File: config.mk
export PLATFORM = sky130hd
export DESIGN_NAME = sram_out_stage
export DESIGN_NICKNAME = d
export VERILOG_FILES = /design/src/rtl/sram_lane_pkg.sv /design/src/rtl/sram_out_stage.sv
export SDC_FILE = /design/constraint.sdc
export NUM_CORES = 1
export LEC_CHECK = 0
export BUFFER_PORTS_ARGS = -buffer_cell sky130_fd_sc_hd__buf_2
export CAP_MARGIN = 0
export CELL_PAD_IN_SITES_DETAIL_PLACEMENT = 2
export CELL_PAD_IN_SITES_GLOBAL_PLACEMENT = 2
export CORE_MARGIN = 5
export CORE_UTILIZATION = 10
export CTS_BUF_LIST = sky130_fd_sc_hd__clkbuf_4 sky130_fd_sc_hd__clkbuf_8
export DETAILED_ROUTE_END_ITERATION = 10
export GPL_ROUTABILITY_DRIVEN = 1
export PLACE_DENSITY = 0.95
export SYNTH_ARGS = -nofsm -noshare
export SYNTH_HDL_FRONTEND = slang
export SYNTH_SLANG_ARGS = --single-unit
export TNS_END_PERCENT = 20
File: constraint.sdc
create_clock -name clk -period 0.8 [get_ports clk]
set_clock_uncertainty 0.05 [all_clocks]
set_input_delay 0.2 -clock clk [delete_from_list [all_inputs] [get_ports clk]]
set_output_delay 0.2 -clock clk [all_outputs]
set_load 0.05 [all_outputs]
File: src/rtl/sram_lane_pkg.sv
package sram_lane_pkg;

  localparam int unsigned LANE_W = 8;
  localparam int unsigned LANES  = 2;
  localparam int unsigned WORD_W = LANE_W * LANES;

  typedef enum logic [1:0] {
    MODE_IDLE   = 2'd0,
    MODE_HIDDEN = 2'd1,
    MODE_READ   = 2'd2,
    MODE_WRITE  = 2'd3
  } sram_mode_e;

  typedef struct packed {
    logic sel_n;
    logic sel_hi;
    logic wr_n;
    logic out_en_n;
    logic hi_n;
    logic lo_n;
  } sram_ctl_t;

endpackage

File: src/rtl/sram_out_stage.sv
module sram_out_stage
  import sram_lane_pkg::*;
(
  input  logic                  clk,
  input  logic                  rst,
  input  sram_mode_e            mode,
  input  logic [LANES-1:0]      lane_req,
  input  logic [WORD_W-1:0]     bank_q,
  output logic [LANES-1:0]      lane_oe,
  output logic [WORD_W-1:0]     word_out
);

  always_ff @(posedge clk) begin
    if (rst) lane_oe <= '0;
    else     lane_oe <= (mode == MODE_READ) ? lane_req : '0;
  end

  for (genvar g = 0; g < LANES; g++) begin : g_mask
    assign word_out[g*LANE_W +: LANE_W] =
      lane_oe[g] ? bank_q[g*LANE_W +: LANE_W] : '0;
  end

endmodule

==> results.json <==
{
  "status": "finished with violations",
  "violations": "negative setup slack",
  "ios": 40,
  "synth_seq_cells": 2,
  "hold_violations": 0,
  "synth_area_leaders": "and2_1, dfxtp_1, and4bb_2",
  "synth_simple_gate_area_share_pct": 75.8,
  "slew_headroom_pct": 83.2,
  "hold_class": "in2reg",
  "grt_max_degree": 10,
  "yosysWarningCount": 0,
  "utilization_pct": 39.8,
  "yosysSeqAreaShare_pct": 24.2,
  "switching_power_mw": 0.143,
  "largest_register_ffs": 2,
  "synthMuxAreaShare_pct": 0,
  "ys_types": 3,
  "crit_fanout": 9,
  "p_per_area_nw_per_um2": 815,
  "dieWidth_um": 50.6,
  "areaGrowthSynthToFinish_pct": 271,
  "synth_edf_count": 0,
  "cts_buffers": 3,
  "cts_root_buf": "clkbuf_4",
  "cts_tree": "built",
  "worstPathArrival_ps": 890,
  "synth_top_family_by_area": "simple AND/OR/NAND/NOR gates",
  "reg.largest.list": "lane_oe (2)",
  "die_h_um": 50.6,
  "p_leak_nw": 0.318,
  "synth_ff_type": "dfxtp_1",
  "htree_levels": 1,
  "syn-num-nets": 42,
  "clock.fmax_ghz": 0.880,
  "period_minus_slack_ps": 1140,
  "swShare_pct": 28.6,
  "grt_overflow": 0,
  "p_clk_share_pct": 42.8,
  "post-route-period-util_pct": 142,
  "syn_area_sq_um": 165,
  "drt_wl_total_um": 1000,
  "sequentialPowerShare_pct": 20.9,
  "synth_xor_area_share_pct": 0,
  "fp.coreArea_sq_um": 1540,
  "internal_power_mw": 0.357,
  "die-area_sq_um": 2560,
  "synthArstFlopShare_pct": 0,
  "clkSinkCount": 2,
  "yosysMostFrequentCell": "and2_1",
  "grt_use_total_pct": 8.28,
  "cts_hold_buf": 0,
  "synth_top_area_share_pct": 60.6,
  "hpwl_um": 860,
  "wire_per_inst_um": 12.8,
  "cp.required_ps": 550,
  "gp_congestion": 0.615,
  "rows": 14,
  "cts_buffer_depth": 2,
  "ir_drop_v": 0.000491,
  "finalSetupViolCount": 18,
  "fin_ws_ps": -336,
  "floorplan.initialDensity_pct": 10.7,
  "drc": 0,
  "critPathKind": "reg2out",
  "synthAdderAreaFrac_pct": 0,
  "drtPass1Iterations": 1,
  "end_kind": "output pin",
  "vias_per_cell": 4.08,
  "portBuffers": 39,
  "pwr-share-comb_pct": 36.2,
  "top_register": "lane_oe",
  "slew_violations": 0,
  "hold_path_depth": 2,
  "grt_pass1_vias": 354,
  "synthTopCellsByCount": "and2_1, and4bb_2, dfxtp_1",
  "grt_pass1_wl_um": 1530,
  "tightestPinTransition_ps": 254,
  "cap_violations": 0,
  "synth_compound_area_share_pct": 0,
  "synthCells": 20,
  "totalPowerFinal_mw": 0.500,
  "grt_setup_unrepaired": "true",
  "cts.clk_slew.worst_paths_ps": 30,
  "vias": 318,
  "drive_gt1_share_pct": 100,
  "synth_area_per_cell_sq_um": 8.26,
  "cp-start-kind": "flip-flop",
  "antenna_found_initial": 0,
  "postCtsSetupBuffers": 0,
  "yosys.area.top_type": "and2_1",
  "postRouteAntennaNets": 0,
  "drt_iter0_markers": 0,
  "nNetsFinal": 86,
  "diodes": 0
}
==> cells by family after synthesis <==
family	count (synthesis)
simple gates	18
flops	2
==> critical path, cell delays in order, from the launching register on <==
cell	delay, ps
dfxtp_4	370
and2_4	150
buf_8	140
==> layout by cell type (no fill, tap or decap) <==
| master | synthesis | layout |
|---|---|---|
| buf_2 | 0 | 22 |
| clkbuf_4 | 0 | 3 |
| buf_8 | 0 | 16 |
| buf_4 | 0 | 1 |
| and4bb_2 | 2 | 2 |
| and2_4 | 0 | 16 |
| dfxtp_4 | 0 | 2 |
==> worst paths after layout <==
kind / startpoint / endpoint
worst max-delay path: lane_oe[0] / word_out[7]
worst min-delay path: lane_req[1] / lane_oe[1]
==> through the flow <==
step,area (sq um),hold WS (ps),setup TNS (ps),worst slack (ps),cells
2_1_floorplan,213,372,-2720,-170,20
3_3_place_gp,428,461,-3490,-213,75
3_5_place_dp,428,470,-3710,-224,75
4_1_cts,613,238,-6330,-361,78
5_1_grt,613,238,-6690,-385,78
6_report,613,247,-5910,-336,78
==> power by group through the flow <==
stage                     combinational [mW]  clock, mW  sequential, mW
after floorplan                       0.0737          0           0.114
after global placement                 0.145          0           0.106
after detailed placement               0.150          0           0.107
after CTS                              0.183      0.231           0.105
after global routing                   0.190      0.242           0.106
final                                  0.181      0.214           0.105
==> timing repair <==
| item | 4_1_cts | 5_1_grt |
|---|---|---|
| endpoints found under the setup margin | 18 | 18 |
| pin swaps | 8 | 3 |
| gates cloned | 0 | 0 |
| gates resized for setup | 49 | 0 |
==> layout make-up <==
type                    instances  area (sq um)
fillers                       172           928
repair buffers                 39           358
multi-input cells              18           165
flip-flops and latches          2          47.5
clock buffers                   3          22.5
well taps                      16          20.0
==> per-layer routing <==
| metal | vias to the layer above | global-route usage (%) | routed length [um] | part of all wire, % |
|---|---|---|---|---|
| li1 | 150 | - | - | - |
| met1 | 144 | 4.71 | 222 | 22 |
| met2 | 22 | 17.1 | 625 | 62 |
| met3 | 2 | 5.03 | 145 | 14 |
| met4 | 0 | 5.11 | 7 | 0.70 |
| met5 | - | 0 | 0 | 0 |
No activity file was read; power rests on OpenSTA's default activity.
